File: config.mk
export PLATFORM = sky130hd
export DESIGN_NAME = tlb
export DESIGN_NICKNAME = d
export VERILOG_FILES = /design/src/rtl/tlb_pkg.sv /design/src/rtl/tlb_control.sv /design/src/rtl/tlb_datapath.sv /design/src/rtl/tlb.sv
export SDC_FILE = /design/constraint.sdc
export NUM_CORES = 2
export LEC_CHECK = 0
export ABC_AREA = 1
export ABC_CLOCK_PERIOD_IN_PS = 4800
export BUFFER_PORTS_ARGS = -buffer_cell sky130_fd_sc_hd__clkbuf_2
export CAP_MARGIN = 20
export CORE_AREA = 2 2 620 622
export CTS_CLUSTER_DIAMETER = 80
export DETAILED_ROUTE_END_ITERATION = 16
export DIE_AREA = 0 0 622 624
export MAX_ROUTING_LAYER = met4
export PLACE_DENSITY = 0.56
export SYNTH_ARGS = -nofsm -noshare
export SYNTH_HDL_FRONTEND = slang
export SYNTH_SLANG_ARGS = --single-unit
File: constraint.sdc
create_clock -name clk -period 4.8 [get_ports clk]
set_input_delay 0.72 -clock clk [delete_from_list [all_inputs] [get_ports clk]]
set_output_delay 0.72 -clock clk [all_outputs]
set_load 0.02 [all_outputs]
File: src/rtl/tlb_pkg.sv
package tlb_pkg;
  localparam int WAYS   = 4;
  localparam int WAY_W  = 2;
  localparam int PLRU_W = 3;

  typedef struct packed {
    logic capture;  // register this cycle's lookup result
    logic touch;    // update the tree of the looked-up set
    logic fill;     // install the walker's entry
    logic flush;    // clear non-global entries
  } tlb_strobes_t;

  // Tree bits: [0] root (0 = left pair), [1] left pair, [2] right pair
  function automatic logic [WAY_W-1:0] plruVictim(input logic [PLRU_W-1:0] p);
    if (p[0]) return p[2] ? 2'd3 : 2'd2;
    else      return p[1] ? 2'd1 : 2'd0;
  endfunction

  function automatic logic [PLRU_W-1:0] plruTouch(input logic [PLRU_W-1:0] p,
                                                  input logic [WAY_W-1:0] way);
    logic [PLRU_W-1:0] n;
    n = p;
    case (way)
      2'd0: begin n[0] = 1'b1; n[1] = 1'b1; end
      2'd1: begin n[0] = 1'b1; n[1] = 1'b0; end
      2'd2: begin n[0] = 1'b0; n[2] = 1'b1; end
      default: begin n[0] = 1'b0; n[2] = 1'b0; end
    endcase
    return n;
  endfunction
endpackage

File: src/rtl/tlb_control.sv
module tlb_control
  import tlb_pkg::*;
(
  input  logic         clk,
  input  logic         rstN,
  input  logic         lookupValid,
  input  logic         fillValid,
  input  logic         baseWrite,
  input  logic         anyMatch,
  input  logic         sameSet,
  output tlb_strobes_t strb,
  output logic         respValid
);
  logic fillGo;

  // the flush has priority and the fill is dropped
  assign fillGo = fillValid && !baseWrite;

  always_comb begin
    strb.flush   = baseWrite;
    strb.fill    = fillGo;
    strb.capture = lookupValid;
    // a fill into the same set owns the tree this cycle
    strb.touch   = lookupValid && anyMatch && !(fillGo && sameSet);
  end

  always_ff @(posedge clk or negedge rstN) begin
    if (!rstN) respValid <= 1'b0;
    else       respValid <= lookupValid;
  end
endmodule

File: src/rtl/tlb_datapath.sv
module tlb_datapath
  import tlb_pkg::*;
#(
  parameter int VPN_W      = 20,
  parameter int IDX_W      = 4,
  parameter int OFF_W      = 12,
  parameter int ENTRY_W    = 32,
  parameter int GLOBAL_BIT = 8,
  parameter int DIRTY_BIT  = 6
) (
  input  logic               clk,
  input  logic               rstN,
  input  tlb_strobes_t       strb,
  input  logic [VPN_W-1:0]   lookupVpn,
  input  logic [OFF_W-1:0]   lookupOffset,
  input  logic               lookupWrite,
  input  logic [VPN_W-1:0]   fillVpn,
  input  logic               fillIsDir,
  input  logic [ENTRY_W-1:0] fillEntry,
  output logic               anyMatch,
  output logic               sameSet,
  output logic               respHit,
  output logic               respDirHit,
  output logic [ENTRY_W-1:0] respPaddr,
  output logic [ENTRY_W-1:0] respEntry
);
  localparam int SETS    = 1 << IDX_W;
  localparam int TAG_W   = VPN_W - IDX_W;
  localparam int FRAME_W = ENTRY_W - OFF_W;

  logic [WAYS-1:0]    validQ [SETS];
  logic [WAYS-1:0]    isDirQ [SETS];
  logic [TAG_W-1:0]   tagQ   [SETS][WAYS];
  logic [ENTRY_W-1:0] entryQ [SETS][WAYS];
  logic [PLRU_W-1:0]  plruQ  [SETS];

  logic [IDX_W-1:0] lSet, fSet;
  logic [TAG_W-1:0] lTag, fTag;
  assign lSet = lookupVpn[IDX_W-1:0];
  assign lTag = lookupVpn[VPN_W-1:IDX_W];
  assign fSet = fillVpn[IDX_W-1:0];
  assign fTag = fillVpn[VPN_W-1:IDX_W];
  assign sameSet = (lSet == fSet);

  logic [WAYS-1:0] tblMatch, dirMatch, fillSame;
  for (genvar w = 0; w < WAYS; w++) begin : g_cmp
    assign tblMatch[w] = validQ[lSet][w] && !isDirQ[lSet][w] && (tagQ[lSet][w] == lTag);
    assign dirMatch[w] = validQ[lSet][w] &&  isDirQ[lSet][w] && (tagQ[lSet][w] == lTag);
    assign fillSame[w] = validQ[fSet][w] && (isDirQ[fSet][w] == fillIsDir)
                         && (tagQ[fSet][w] == fTag);
  end

  logic               tblAny, dirAny;
  logic [ENTRY_W-1:0] tblEnt, dirEnt;
  logic [WAY_W-1:0]   tblWay, dirWay, hitWay, fillWay;

  assign tblAny   = |tblMatch;
  assign dirAny   = |dirMatch;
  assign anyMatch = tblAny || dirAny;
  assign hitWay   = tblAny ? tblWay : dirWay;

  // lowest matching way wins (descending loop, last assignment kept)
  always_comb begin
    tblEnt = '0; tblWay = '0; dirEnt = '0; dirWay = '0;
    for (int w = WAYS - 1; w >= 0; w--) begin
      if (tblMatch[w]) begin tblEnt = entryQ[lSet][w]; tblWay = WAY_W'(w); end
      if (dirMatch[w]) begin dirEnt = entryQ[lSet][w]; dirWay = WAY_W'(w); end
    end
  end

  // priority: same tag and kind > lowest invalid > tree victim
  always_comb begin
    fillWay = plruVictim(plruQ[fSet]);
    for (int w = WAYS - 1; w >= 0; w--)
      if (!validQ[fSet][w]) fillWay = WAY_W'(w);
    for (int w = WAYS - 1; w >= 0; w--)
      if (fillSame[w]) fillWay = WAY_W'(w);
  end

  logic cleanWrite;
  assign cleanWrite = lookupWrite && !tblEnt[DIRTY_BIT];

  always_ff @(posedge clk or negedge rstN) begin
    if (!rstN) begin
      for (int s = 0; s < SETS; s++) begin
        validQ[s] <= '0;
        plruQ[s]  <= '0;
      end
      respHit    <= 1'b0;
      respDirHit <= 1'b0;
      respPaddr  <= '0;
      respEntry  <= '0;
    end else begin
      if (strb.flush)
        for (int s = 0; s < SETS; s++)
          for (int w = 0; w < WAYS; w++)
            if (!entryQ[s][w][GLOBAL_BIT]) validQ[s][w] <= 1'b0;
      if (strb.touch) plruQ[lSet] <= plruTouch(plruQ[lSet], hitWay);
      if (strb.fill) begin
        validQ[fSet][fillWay] <= 1'b1;
        plruQ[fSet]           <= plruTouch(plruQ[fSet], fillWay);
      end
      respHit    <= strb.capture && tblAny && !cleanWrite;
      respDirHit <= strb.capture && dirAny;
      respPaddr  <= (strb.capture && tblAny && !cleanWrite)
                    ? {tblEnt[ENTRY_W-1 -: FRAME_W], lookupOffset} : '0;
      respEntry  <= !strb.capture ? '0 : tblAny ? tblEnt : dirAny ? dirEnt : '0;
    end
  end

  always_ff @(posedge clk) begin
    if (strb.fill) begin
      isDirQ[fSet][fillWay] <= fillIsDir;
      tagQ[fSet][fillWay]   <= fTag;
      entryQ[fSet][fillWay] <= fillEntry;
    end
  end
endmodule

File: src/rtl/tlb.sv
module tlb
  import tlb_pkg::*;
#(
  parameter int VPN_W      = 20,
  parameter int IDX_W      = 4,
  parameter int OFF_W      = 12,
  parameter int ENTRY_W    = 32,
  parameter int GLOBAL_BIT = 8,
  parameter int DIRTY_BIT  = 6
) (
  input  logic               clk,
  input  logic               rstN,
  input  logic               lookupValid,
  input  logic [VPN_W-1:0]   lookupVpn,
  input  logic [OFF_W-1:0]   lookupOffset,
  input  logic               lookupWrite,
  input  logic               fillValid,
  input  logic [VPN_W-1:0]   fillVpn,
  input  logic               fillIsDir,
  input  logic [ENTRY_W-1:0] fillEntry,
  input  logic               baseWrite,
  output logic               respValid,
  output logic               respHit,
  output logic               respDirHit,
  output logic [ENTRY_W-1:0] respPaddr,
  output logic [ENTRY_W-1:0] respEntry
);
  tlb_strobes_t strb;
  logic anyMatch, sameSet;

  tlb_control u_ctrl (
    .clk, .rstN, .lookupValid, .fillValid, .baseWrite,
    .anyMatch, .sameSet, .strb, .respValid
  );

  tlb_datapath #(
    .VPN_W(VPN_W), .IDX_W(IDX_W), .OFF_W(OFF_W), .ENTRY_W(ENTRY_W),
    .GLOBAL_BIT(GLOBAL_BIT), .DIRTY_BIT(DIRTY_BIT)
  ) u_dp (
    .clk, .rstN, .strb, .lookupVpn, .lookupOffset, .lookupWrite,
    .fillVpn, .fillIsDir, .fillEntry, .anyMatch, .sameSet,
    .respHit, .respDirHit, .respPaddr, .respEntry
  );
endmodule

==> impl_metrics.yaml <==
status:
  status: "finished clean"
sta:
  tightest_slew_ns: 1.12
  tns_ns: 0
  period_minus_slack_ns: 4.78
  relSlewSlack_pct: 25.6
  finalMaxSlewViolations: 0
  setup_viol: 0
  rsz0062_at_grt: "false"
  min_period_over_period_pct: 99.6
  finalHoldViolations: 0
  clock_skew_ns: 0.121
  fmax_mhz: 209
  holdWs_ns: 0.127
  worst_slack_ns: 0.0186
floorplan:
  initial_core_util_pct: 35.8
  rows: 227
  die_area_um2: 388000
  die_y_um: 624
  io_pins: 158
  die_w_um: 622
  fp.coreArea_um2: 381000
drt:
  routed_wl_um: 542000
  first_pass_iters: 7
  drtIter0Drc: 15817
  viasPerCell: 5.90
  antenna_left: 0
  wire_per_inst_um: 31.1
  via_count: 102709
  drc_errors: 0
setup_path:
  worstReg2RegStart: "u_dp.tagQ[7][9]$_DFFE_PP_"
  slowest_stage: "o21ai_1"
  worstSetupStartpointType: "input port"
  required_ns: 5.39
  critical_path.max_fanout: 34
  startpoint: "fillVpn[1]"
  cp_common_cell: "nand2_1"
  crit_buf_inv: 6
  critical_path_arrival_ns: 5.37
  cp_slowest_stage_delay_ns: 0.43
  path_class: "in2reg"
  crit_chain: "clkbuf_2 > inv_2 > nor2_4 > buf_4 > buf_4 > a22oi_1 > a21oi_1 > or2_2 > o21ai_1 > nand2_1 > nor2_1 > nand2_1 > nor2_1 > nand3_1 > nand3_1 > nand2_4 > inv_2 > nand2_1 > nor2_4 > buf_12"
  cp_top_family: "simple AND/OR/NAND/NOR gates"
  endpoint_kind: "register"
synthesis:
  synth_seq_cells: 3315
  seq_area_frac_synth_pct: 72.2
  synth_cells: 11155
  netlist_area_um2: 137000
  synth_ff_type: "edfxtp_1"
  synthTopCellsByCount: "3136 x edfxtp_1, 2820 x nand2_1, 1010 x o22ai_1, 765 x o21ai_0, 638 x a22oi_1"
  yosysMostFrequentCell: "edfxtp_1"
  synth_area_leaders: "edfxtp_1 69%, nand2_1 7.7%, o22ai_1 4.6%"
  synthArstFlopShare_pct: 5.40
  yosys_warnings: 0
  yosys.area.top_type: "edfxtp_1"
  yosysTopAreaCellShare_pct: 68.9
  synth-edff-count: 3136
  yosysUniqueCellTypes: 42
  syn_nets: 11246
  syn_area_per_cell_um2: 12.2
clocking:
  cts_sinks: 3315
  clockRootBuffer: "clkbuf_16"
  cts_tree: "built"
  ctsLongestPathBuffers: 4
  clock_latency_ns: 1.01
  h-tree-depth: 5
  cts_buffers: 363
  postCtsSetupBuffers: 0
  clkSlewWorstSetupHoldPaths_ns: 0.06
run:
  max-cap-violations: 0
global_route:
  track_usage_pct: 27.8
  grt_pass1_wl_um: 753000
  antenna_found_initial: 22
  grt_pass1_vias: 97323
  grt_max_degree: 155
  overflow: 0
place:
  place_hpwl_um: 342000
  pre_cts_ws_ns: -0.938
  portBuffers: 157
  placed_area_um2: 153000
  gp_congestion: 0.962
power:
  vdd_drop_max_uv: 311
  leakagePower_nw: 59.2
  total_power_mw: 64.7
  p_per_area_nw_per_um2: 391
finish:
  final_area_um2: 165000
  syn2layout_area_growth_pct: 21.1
  drive_above_1_share_pct: 16.0
  final_nets: 12160
min_path:
  hold_class: "in2reg"
  min_from: "fillEntry[20]"
==> cell usage in the layout (no fill, tap or decap), types with 9 or more instances in the layout <==
| cell type | Yosys | routed |
|---|---|---|
| diode_2 | 0 | 12 |
| edfxtp_1 | 3136 | 3136 |
| buf_12 | 0 | 323 |
| nor2_1 | 537 | 474 |
| nor2_4 | 4 | 68 |
| clkbuf_1 | 369 | 69 |
| o22ai_1 | 1010 | 1010 |
| inv_2 | 16 | 14 |
| nand3_1 | 183 | 182 |
| a22oi_1 | 638 | 638 |
| nor3_1 | 47 | 47 |
| inv_1 | 211 | 203 |
| o31ai_1 | 20 | 20 |
| clkbuf_2 | 0 | 146 |
| clkbuf_8 | 0 | 9 |
| clkinv_1 | 18 | 88 |
| nand3_2 | 18 | 19 |
| nand2_2 | 13 | 12 |
| xor2_1 | 20 | 20 |
| clkinvlp_4 | 0 | 10 |
| bufinv_16 | 0 | 33 |
| o21ai_1 | 67 | 69 |
| dfrtp_1 | 179 | 179 |
| dlygate4sd3_1 | 0 | 14 |
| or2_2 | 65 | 65 |
| inv_6 | 0 | 13 |
| a21oi_1 | 416 | 416 |
| o221ai_1 | 69 | 69 |
| clkinv_2 | 0 | 67 |
| buf_4 | 13 | 774 |
| clkbuf_16 | 0 | 367 |
| o21ai_0 | 765 | 763 |
| nand4_1 | 134 | 134 |
| nand2_1 | 2820 | 2816 |
| or2_1 | 21 | 21 |
==> power breakdown <==
group          switching, mW  leakage (nW)  internal (mW)
logic                   3.42          22.8           1.41
registers              0.109          30.6           31.8
clock network           12.0          5.76           16.0
==> final timing paths <==
kind	slack [ns]	cells after the start	to
max	0.02	20	u_dp.entryQ[14][51]$_DFFE_PP_
min	0.13	1	u_dp.entryQ[11][20]$_DFFE_PP_
max reg2reg	0.36	15	u_dp.entryQ[14][51]$_DFFE_PP_
min reg2reg	0.51	2	u_dp.validQ[1]$_DFF_PN0_
max in group asynchronous	3.25	3	u_dp.validQ[36]$_DFF_PN0_
min in group asynchronous	0.33	2	u_dp.respEntry[3]$_DFF_PN0_
==> state kept, by name, summed over array words and instances, names as in the netlist <==
register / count
u_dp.respHit: 1
u_ctrl.respValid: 1
u_dp.isDirQ: 64
u_dp.tagQ: 1024
u_dp.plruQ: 48
u_dp.respDirHit: 1
u_dp.respPaddr: 32
u_dp.respEntry: 32
u_dp.entryQ: 2048
u_dp.validQ: 64
==> cell type report <==
| type | count | area (um2) |
|---|---|---|
| Timing Repair Buffer | 1268 | 13200 |
| Inverter | 245 | 978 |
| Clock buffer | 444 | 9550 |
| Antenna cell | 12 | 30.0 |
| Tap cell | 5038 | 6300 |
| Multi-Input combinational cell | 6876 | 34500 |
| Sequential cell | 3315 | 98600 |
| Clock inverter | 218 | 2250 |
| Fill cell | 34682 | 216000 |
==> cell families (layout without fill, tap and decap cells) <==
group           count (synthesis)  in the layout  share of synthesized area [%]
simple gates                 3863           3863                           11.4
buf+inv                       964           2175                           2.96
compound gates               2992           2992                           13.3
other cells                     0             12                              0
xor+xnor                       21             21                          0.135
flops                        3315           3315                           72.2
==> metal layers <==
metal,global-route usage (%),routed length [um],vias to the layer above
met5,-,0,-
met4,12.7,28900,0
met3,4.60,52400,1190
met2,42.0,245000,6576
met1,36.7,216000,51507
li1,-,-,43436
==> timing repair <==
| item | in CTS | in global routing |
|---|---|---|
| endpoints found under the hold margin | 55 | 0 |
| gates resized for setup | 0 | 1 |
| endpoints found under the setup margin | 0 | 110 |
| hold buffers | 14 | 0 |
==> stage by stage <==
step                      util [%]  instances
after global routing          43.4      17412
after floorplan                  -      11155
after global placement        40.3      16728
final                         43.4      17416
after CTS                     43.4      17404
after detailed placement      40.3      16728
No activity file was read; power rests on OpenSTA's default activity.
